<file path="src/rtl/xbus_pkg.sv">
package xbus_pkg;
    localparam int WAIT_W = 2;
    localparam int DATA_W = 16;
    localparam int BYTE_W = 8;

    localparam logic [1:0] SEL_WIDTH = 2'd0;
    localparam logic [1:0] SEL_STATE = 2'd1;
    localparam logic [1:0] SEL_WAIT  = 2'd2;

    typedef struct packed {
        logic              wide;
        logic              three;
        logic [WAIT_W-1:0] waits;
    } area_cfg_t;

    typedef enum logic [2:0] {
        S_IDLE = 3'd0,
        S_T1   = 3'd1,
        S_T2   = 3'd2,
        S_TW   = 3'd3,
        S_T3   = 3'd4
    } bstate_t;
endpackage

</file>
<file path="src/rtl/xbus_cfg_regs.sv">
module xbus_cfg_regs
    import xbus_pkg::*;
#(
    parameter int N_AREA = 8
) (
    input  logic                     clk,
    input  logic                     rst_n,
    input  logic                     cfg_we,
    input  logic [1:0]               cfg_sel,
    input  logic [N_AREA*WAIT_W-1:0] cfg_wdata,
    input  logic                     burst_rom_en,
    output logic [N_AREA-1:0]        width_q,
    output logic [N_AREA-1:0]        state_q,
    output logic [N_AREA*WAIT_W-1:0] wait_q,
    output logic                     bus_mode16
);
    typedef struct packed {
        logic [N_AREA-1:0]        wid;
        logic [N_AREA-1:0]        st;
        logic [N_AREA*WAIT_W-1:0] wt;
    } regs_t;

    regs_t r_d, r_q;

    always_comb begin
        r_d = r_q;
        if (cfg_we) begin
            case (cfg_sel)
                SEL_WIDTH: r_d.wid = cfg_wdata[N_AREA-1:0];
                SEL_STATE: r_d.st  = cfg_wdata[N_AREA-1:0];
                SEL_WAIT:  r_d.wt  = cfg_wdata;
                default:   r_d = r_q;
            endcase
        end
    end

    always_ff @(posedge clk or negedge rst_n) begin
        if (!rst_n) begin
            r_q.wid <= '0;
            r_q.st  <= '1;
            r_q.wt  <= '1;
        end else begin
            r_q <= r_d;
        end
    end

    assign width_q    = r_q.wid;
    assign state_q    = r_q.st;
    assign wait_q     = r_q.wt;
    assign bus_mode16 = burst_rom_en | (|r_q.wid);

    // a nonzero width write turns on the global 16-bit mode
    assert_mode_follows_width_R2: assert property (@(posedge clk) disable iff (!rst_n)
        (cfg_we && cfg_sel == SEL_WIDTH && (|cfg_wdata[N_AREA-1:0])) |=> bus_mode16);
endmodule

</file>
<file path="src/rtl/xbus_area_lut.sv">
module xbus_area_lut
    import xbus_pkg::*;
#(
    parameter int AREA_BITS = 3,
    localparam int N_AREA = 1 << AREA_BITS
) (
    input  logic [N_AREA-1:0]        width_q,
    input  logic [N_AREA-1:0]        state_q,
    input  logic [N_AREA*WAIT_W-1:0] wait_q,
    input  logic [AREA_BITS-1:0]     area,
    output area_cfg_t                area_cfg
);
    area_cfg_t cfg_arr [N_AREA];

    for (genvar i = 0; i < N_AREA; i++) begin : g_area
        assign cfg_arr[i].wide  = width_q[i];
        assign cfg_arr[i].three = state_q[i];
        assign cfg_arr[i].waits = wait_q[i*WAIT_W +: WAIT_W];
    end

    assign area_cfg = cfg_arr[area];
endmodule

</file>
<file path="src/rtl/xbus_area_ctrl.sv">
module xbus_area_ctrl
    import xbus_pkg::*;
#(
    parameter int ADDR_W    = 24,
    parameter int AREA_BITS = 3,
    localparam int N_AREA   = 1 << AREA_BITS,
    localparam int CFG_W    = N_AREA * WAIT_W
) (
    input  logic              clk,
    input  logic              rst_n,
    input  logic              cfg_we,
    input  logic [1:0]        cfg_sel,
    input  logic [CFG_W-1:0]  cfg_wdata,
    input  logic              burst_rom_en,
    input  logic              req,
    input  logic [ADDR_W-1:0] req_addr,
    input  logic              req_we,
    input  logic              req_size16,
    input  logic [DATA_W-1:0] req_wdata,
    output logic              busy,
    output logic              done,
    output logic [DATA_W-1:0] rd_data,
    output logic              bus_mode16,
    output logic [ADDR_W-1:0] ext_addr,
    output logic              ext_as,
    output logic              ext_rd,
    output logic              ext_wr,
    output logic [1:0]        ext_be,
    output logic [DATA_W-1:0] ext_dout,
    input  logic [DATA_W-1:0] ext_din
);
    logic [N_AREA-1:0] width_q, state_q;
    logic [CFG_W-1:0]  wait_q;
    area_cfg_t         lut_cfg;

    xbus_cfg_regs #(.N_AREA(N_AREA)) u_cfg (
        .clk(clk), .rst_n(rst_n), .cfg_we(cfg_we), .cfg_sel(cfg_sel),
        .cfg_wdata(cfg_wdata), .burst_rom_en(burst_rom_en),
        .width_q(width_q), .state_q(state_q), .wait_q(wait_q),
        .bus_mode16(bus_mode16)
    );

    xbus_area_lut #(.AREA_BITS(AREA_BITS)) u_lut (
        .width_q(width_q), .state_q(state_q), .wait_q(wait_q),
        .area(req_addr[ADDR_W-1 -: AREA_BITS]), .area_cfg(lut_cfg)
    );

    typedef struct packed {
        bstate_t           state;
        area_cfg_t         cur;
        logic [ADDR_W-1:0] addr;
        logic              we;
        logic              sz16;
        logic              split;
        logic              second;
        logic [DATA_W-1:0] wdata;
        logic [WAIT_W-1:0] wcnt;
        logic [DATA_W-1:0] rdata;
        logic              done;
    } seq_t;

    seq_t q_d, q_q;
    logic last_st;

    always_comb begin
        q_d      = q_q;
        q_d.done = 1'b0;
        last_st  = (q_q.state == S_T3) || (q_q.state == S_T2 && !q_q.cur.three);
        case (q_q.state)
            S_IDLE: if (req) begin
                q_d.state  = S_T1;
                q_d.cur    = lut_cfg;
                q_d.we     = req_we;
                q_d.sz16   = req_size16;
                q_d.split  = req_size16 && !lut_cfg.wide;
                q_d.second = 1'b0;
                q_d.wdata  = req_wdata;
                q_d.rdata  = '0;
                q_d.addr   = req_size16 ? {req_addr[ADDR_W-1:1], 1'b0} : req_addr;
            end
            S_T1: q_d.state = S_T2;
            S_T2: if (q_q.cur.three) begin
                if (q_q.cur.waits != '0) begin
                    q_d.state = S_TW;
                    q_d.wcnt  = q_q.cur.waits;
                end else begin
                    q_d.state = S_T3;
                end
            end
            S_TW: begin
                if (q_q.wcnt == WAIT_W'(1)) q_d.state = S_T3;
                q_d.wcnt = q_q.wcnt - WAIT_W'(1);
            end
            default: ;
        endcase
        if (last_st) begin
            if (!q_q.we) begin
                if (q_q.split) begin
                    if (q_q.second) q_d.rdata[BYTE_W-1:0]       = ext_din[DATA_W-1 -: BYTE_W];
                    else            q_d.rdata[DATA_W-1 -: BYTE_W] = ext_din[DATA_W-1 -: BYTE_W];
                end else if (q_q.sz16) begin
                    q_d.rdata = ext_din;
                end else if (!q_q.cur.wide || !q_q.addr[0]) begin
                    q_d.rdata = {{BYTE_W{1'b0}}, ext_din[DATA_W-1 -: BYTE_W]};
                end else begin
                    q_d.rdata = {{BYTE_W{1'b0}}, ext_din[BYTE_W-1:0]};
                end
            end
            if (q_q.split && !q_q.second) begin
                q_d.state   = S_T1;
                q_d.second  = 1'b1;
                q_d.addr[0] = 1'b1;
            end else begin
                q_d.state = S_IDLE;
                q_d.done  = 1'b1;
            end
        end
    end

    always_ff @(posedge clk or negedge rst_n) begin
        if (!rst_n) begin
            q_q       <= '0;
            q_q.state <= S_IDLE;
        end else begin
            q_q <= q_d;
        end
    end

    logic strobe_ph;
    assign strobe_ph = (q_q.state == S_T2) || (q_q.state == S_TW) || (q_q.state == S_T3);
    assign busy      = (q_q.state != S_IDLE);
    assign ext_as    = busy;
    assign ext_rd    = strobe_ph && !q_q.we;
    assign ext_wr    = strobe_ph && q_q.we;
    assign ext_addr  = q_q.addr;
    assign done      = q_q.done;
    assign rd_data   = q_q.rdata;

    always_comb begin
        ext_be   = 2'b00;
        ext_dout = '0;
        if (busy) begin
            if (!q_q.cur.wide) begin
                ext_be   = 2'b10;
                ext_dout = q_q.split
                         ? {2{(q_q.second ? q_q.wdata[BYTE_W-1:0] : q_q.wdata[DATA_W-1 -: BYTE_W])}}
                         : {2{q_q.wdata[BYTE_W-1:0]}};
            end else if (q_q.sz16) begin
                ext_be   = 2'b11;
                ext_dout = q_q.wdata;
            end else begin
                ext_be   = q_q.addr[0] ? 2'b01 : 2'b10;
                ext_dout = {2{q_q.wdata[BYTE_W-1:0]}};
            end
        end
    end

    // a 2-state area never enters a wait or third state
    assert_two_state_no_wait_R3: assert property (@(posedge clk) disable iff (!rst_n)
        (q_q.state == S_T2 && !q_q.cur.three) |=> (q_q.state == S_IDLE || q_q.state == S_T1));

    // the third state is reached only from T2 or from a wait state
    assert_t3_entry_R4: assert property (@(posedge clk) disable iff (!rst_n)
        (q_q.state == S_T3) |-> ($past(q_q.state) == S_T2 || $past(q_q.state) == S_TW));

    // a second byte cycle occurs only for a split word access
    assert_second_is_split_R5: assert property (@(posedge clk) disable iff (!rst_n)
        (q_q.state == S_T1 && q_q.second) |-> q_q.split);

    // a byte cycle drives exactly one lane
    assert_byte_one_lane_R6: assert property (@(posedge clk) disable iff (!rst_n)
        (ext_as && (!q_q.sz16 || q_q.split)) |-> ($countones(ext_be) == 1));

    // done is a single-clock pulse
    assert_done_pulse_R7: assert property (@(posedge clk) disable iff (!rst_n)
        done |=> !done);

    // captured area settings hold while an access runs
    assert_cfg_held_R8: assert property (@(posedge clk) disable iff (!rst_n)
        (busy && $past(busy)) |-> $stable(q_q.cur));

    // strobes never overlap and only occur inside an address strobe
    always_comb begin
        assert_strobe_excl_R3: assert (!(ext_rd && ext_wr));
        assert_strobe_in_as_R4: assert (!(ext_rd || ext_wr) || ext_as);
    end
endmodule

</file>
<file path="config.mk">
export PLATFORM = sky130hd
export DESIGN_NAME = xbus_area_ctrl
export DESIGN_NICKNAME = d
export VERILOG_FILES = /design/src/rtl/xbus_pkg.sv /design/src/rtl/xbus_cfg_regs.sv /design/src/rtl/xbus_area_lut.sv /design/src/rtl/xbus_area_ctrl.sv
export SDC_FILE = /design/constraint.sdc
export NUM_CORES = 1
export LEC_CHECK = 0
export BUFFER_PORTS_ARGS = -buffer_cell sky130_fd_sc_hd__buf_2
export CAP_MARGIN = 10
export CORE_MARGIN = 5
export CORE_UTILIZATION = 47
export DETAILED_ROUTE_END_ITERATION = 7
export GPL_TIMING_DRIVEN = 0
export PLACE_DENSITY = 0.76
export SYNTH_ARGS = -nofsm -noshare
export SYNTH_HDL_FRONTEND = slang
export SYNTH_SLANG_ARGS = --single-unit
export TNS_END_PERCENT = 100
</file>
<file path="constraint.sdc">
create_clock -name clk -period 1.8 [get_ports clk]
set_clock_uncertainty 0.05 [all_clocks]
set_input_delay 0.36 -clock clk [delete_from_list [all_inputs] [get_ports clk]]
set_output_delay 0.36 -clock clk [all_outputs]
set_load 0.01 [all_outputs]
</file>
# Yosys cells after proc, flatten, opt, wreduce, memory -nomap -nowiden
# Cells that the tools add are included.
# totals
inputBits,81
elab_cells,99
out_inout_bits,64
reg_bits,102
# op_classes
bitwise_logic,2
n_addsub,1
muxes,38
reduce_logical,28
order_cmp,1
eq_ne,12
# op_table
op,count
16-bit 2-to-1 mux,9
51-bit 2-to-1 mux,1
8-bit 2-to-1 mux,4
21-bit 2-to-1 mux,1
17-bit 2-to-1 mux,1
4-bit binary-select mux with 3-bit select,1
2-bit 2-to-1 mux,6
3-bit 2-to-1 mux,4
3-bit case mux with 4 select lines,1
"3-bit != test, second input constant",3
4-bit 2-to-1 mux,2
2-bit AND reduction,4
8-bit OR reduction,1
1-bit 2-to-1 mux,7
"3-bit by 2-bit == test with 1-bit output, second input constant",2
1-bit zero test,6
1-bit logical AND,5
5-bit nonzero test,1
"2-bit by 1-bit == test with 1-bit output, second input constant",2
"4-bit greater-or-equal comparator, second input constant",1
1-bit logical OR,4
3-bit inverter with 4-bit output,1
2-bit case mux with 2 select lines,1
4-bit AND reduction,1
other kinds (12),13

# Depth between registers and ports, before layout
# depth
depth_word,10
depth_mapped,7

# By module
# Synthesis repeated with hierarchy kept, for this count alone.
# unflattened
cells_unflattened,400
area_unflattened_um2,5063.6
# modules_own_cells
module,n_inst,cells_per_inst,area_each_um2,seq_area_each_um2
xbus_area_ctrl,1,314,3520.9,1751.7
xbus_cfg_regs,1,72,1272.5,830.8
xbus_area_lut,1,14,270.3,0.0

# Worst setup path before layout
# OpenSTA, ideal clock, no wires.
# synth_path
path_kind,register to output
start,register q_q[68] in the netlist's numbering
end,output ext_be[0]
n_path_buf,3
t_arrival_ns,1.439
path_stages_with_launch,6
slack_ns,-0.049
path_cell_list,dfrtp_1 > buf_2 > nor3_2 > clkbuf_1 > buf_1 > nor2_1
# synth_between
elab_chain_len,2
# synth_rtl
element,line,text
from (decl),xbus_area_ctrl.sv:62,"seq_t q_d, q_q;"
from (signal assigned),xbus_area_ctrl.sv:125,q_q <= q_d;
3-bit nonzero test,xbus_area_ctrl.sv:131,assign busy = (q_q.state != S_IDLE);
2-bit 2-to-1 mux,xbus_area_ctrl.sv:142,if (busy) begin
to (decl),xbus_area_ctrl.sv:28,"output logic [1:0] ext_be,"
# Every way passes these cells.

# Worst setup path after layout
# layout_path
start,register q_q[66] in the netlist's numbering
end,output ext_dout[9]
# layout_between
elab_chain_len,2
# layout_rtl
element,line,text
16-bit 2-to-1 mux,xbus_area_ctrl.sv:143,if (!q_q.cur.wide) begin
16-bit 2-to-1 mux,xbus_area_ctrl.sv:142,
to (decl),xbus_area_ctrl.sv:29,"output logic [DATA_W-1:0] ext_dout,"
# Every way passes these cells.

==> impl_metrics.ini <==
[route]
vias_per_cell = 5.18
dr.pass1.iters = 5
postRouteAntennaNets = 0
vias = 3779
drtIter0Drc = 217
drt-total-wl_um = 12000
wl_per_cell_um = 16.5
drc = 0

[logic_synthesis]
synthesis.nets = 496
syn-cell-area_um2 = 5030
yosysMostFrequentCell = dfrtp_1
yosysUniqueCellTypes = 39
async_flop_share_pct = 100
ys_top_cells_by_area = dfrtp_1 39%, mux2_2 16%, dfstp_2 13%
synth_ff_type = dfrtp_1
synth-seq-cells = 102
synth.avg_cell_area_um2 = 12.2
synth_warnings = 0
synth-edff-count = 0
ys_seq_area_share_pct = 51.3
synth_top_area_cell = dfrtp_1
synth_top_area_share_pct = 38.8
synth_cells = 414
synth_commonest_cells = 78 x dfrtp_1, 73 x mux2_2, 44 x buf_4, 37 x nand2_1, 29 x mux2i_1

[setup_path]
endpoint_kind = primary output
crit_path_top_delay_cell = dfrtp_2
rr_worst_depth = 6
r2r_start = q_q[67]
r2r_setup_slack_ps = -20
path_max_fanout = 8
cp-start-kind = flip-flop
crit_required_ps = 1390
path_class = reg2out
r2r_end = rd_data[1]
cp_slowest_stage_delay_ps = 420
path_cells = nor3b_2 -> buf_4 -> a21o_1 -> buf_6 -> mux2i_2 -> nor2_1 -> buf_2
arrival_ps = 1810

[cts]
cts.sinks = 102
cts_root_buffer = clkbuf_8
h-tree-depth = 3
clkLatencyLatePin_ps = 360
clkTransAtPathRegs_ps = 100
clk_path_buf_depth = 2
cts_buffers = 9
cts_hold_repair.buffers = 0
cts_tree = done

[sta]
hold-worst-slack_ps = -3.19
max_slew.worst_pin.slew_ps = 752
rsz0062_at_grt = yes
setup_viol = 29
fmax_mhz = 450
max_slew_margin_pct = 49.9
report.final.slew_viol_count = 0
min_period_ps = 2220
setup_tns_ps = -6840
min_period_over_period_pct = 124
worst_slack_ps = -424
hold_viol_final = 1

[grt]
overflow = 0
grt_pass1_wl_um = 18900
antenna_found_initial = 0
grt_start_max_net_pins = 61
grt_pass1_vias = 3914
grt_usage_pct = 18.2

[final_layout]
fin_cells = 730
antenna_cells = 0
drive_above_1_share_pct = 63.3
area_growth_pct = 30.9
finish.net_count = 671
finish.utilization_pct = 63.5
stdcell_area_um2 = 6590

[status]
outcome = finished, violations left
failed_checks = negative hold slack, negative setup slack

[place]
place_congestion = 0.892
dp_cells = 692
dpl_cell_area_um2 = 5930
io_buffers = 141
place_hpwl_um = 8800

[floorplan]
core_region_area_um2 = 10400
row_count = 37
die_w_um = 113
fp.dieArea_um2 = 12900
start_util_pct = 48.5
num_io_pins = 145
die_height_um = 113

[pwr]
vdd_drop_max_mv = 1.10
p_leak_nw = 3.15
power_density_nw_per_um2 = 1710

[run]
maxCapViolCount = 0

[worst_hold_path]
hold_path_class = in2async
-- layout by cell type (no fill, tap or decap), types with 3 or more instances in the layout --
| cell type | synthesis | routed |
|---|---|---|
| dfrtp_1 | 78 | 74 |
| a21oi_1 | 6 | 6 |
| nor2b_1 | 4 | 3 |
| buf_4 | 44 | 61 |
| clkbuf_8 | 0 | 9 |
| mux2i_1 | 29 | 25 |
| inv_6 | 0 | 3 |
| dfstp_2 | 24 | 24 |
| mux2i_2 | 0 | 3 |
| nand2_1 | 37 | 36 |
| dfrtp_2 | 0 | 4 |
| mux2_2 | 73 | 73 |
| a22oi_2 | 0 | 8 |
| o21ai_0 | 10 | 10 |
| nor2_1 | 26 | 23 |
| mux4_2 | 8 | 8 |
| buf_6 | 1 | 15 |
| buf_8 | 0 | 4 |
| clkbuf_1 | 8 | 5 |
| o22ai_1 | 12 | 12 |
| buf_2 | 9 | 138 |
| inv_1 | 6 | 5 |
-- sequential cells by signal (all words and copies together), names as in the netlist --
signal	flops
u_cfg.width_q	8
q_q	29
done	1
ext_addr	24
rd_data	16
u_cfg.wait_q	16
u_cfg.state_q	8
-- routing by layer --
layer  track usage [%]  routed length, um  part of all wire, %
met3              5.09                812                  6.7
met5                 0                  0                    0
met2              31.4               6160                   51
met1              22.7               4960                   41
met4              4.25                115                 0.95
-- timing repair --
item | in CTS | in global routing
setup buffers | 18 | 8
resized for setup | 38 | 42
pin swaps | 3 | 15
endpoints found under the setup margin | 36 | 87
gates cloned | 0 | 1
-- critical path: cells and delay by family (launching register included) --
family	cells	cell delay [ps]
flops	1	420
simple gates	2	250
buf+inv	3	450
compound gates	1	90
mux	1	250
-- cell families (layout without fill, tap and decap cells) --
kind of cell	after synthesis	in the layout	synth area share [%]
fa+ha+maj	1	1	0.249
flops	102	102	51.3
compound gates	46	46	5.79
buf+inv	70	250	8.87
simple gates	85	85	8.10
mux	110	110	25.7
-- final cells by class --
| cell class | instances | area, um2 |
|---|---|---|
| clock inverters | 6 | 55.1 |
| repair buffers | 167 | 980 |
| multi-input cells | 242 | 2130 |
| fillers | 821 | 3780 |
| plain buffers | 61 | 493 |
| flip-flops and latches | 102 | 2590 |
| clock buffers | 10 | 149 |
| inverters | 6 | 25.0 |
| well taps | 136 | 170 |
-- worst max path at each step --
stage                  from  slack, ps           end  cells past startpoint
global route        q_q[66]       -510   ext_dout[9]                      7
finish              q_q[66]       -420   ext_dout[9]                      7
CTS                 q_q[35]       -380   ext_dout[9]                      7
detailed placement  q_q[68]       -350     ext_be[0]                      6
floorplan           q_q[35]         50  ext_dout[10]                      6
global placement      rst_n       -700  ext_addr[19]                      1
-- per-stage QoR --
stage,power [W],worst slack [ps]
after floorplan,0.00720,45.5
after global placement,0.00862,-705
after detailed placement,0.00885,-349
after CTS,0.0109,-383
after global routing,0.0120,-507
final,0.0113,-424
-- power breakdown --
group / internal, W / switching (W)
Sequential: 0.00327 / 0.000645
Clock: 0.000624 / 0.000858
Combinational: 0.00327 / 0.00261
(Power assumes the default switching activity.)
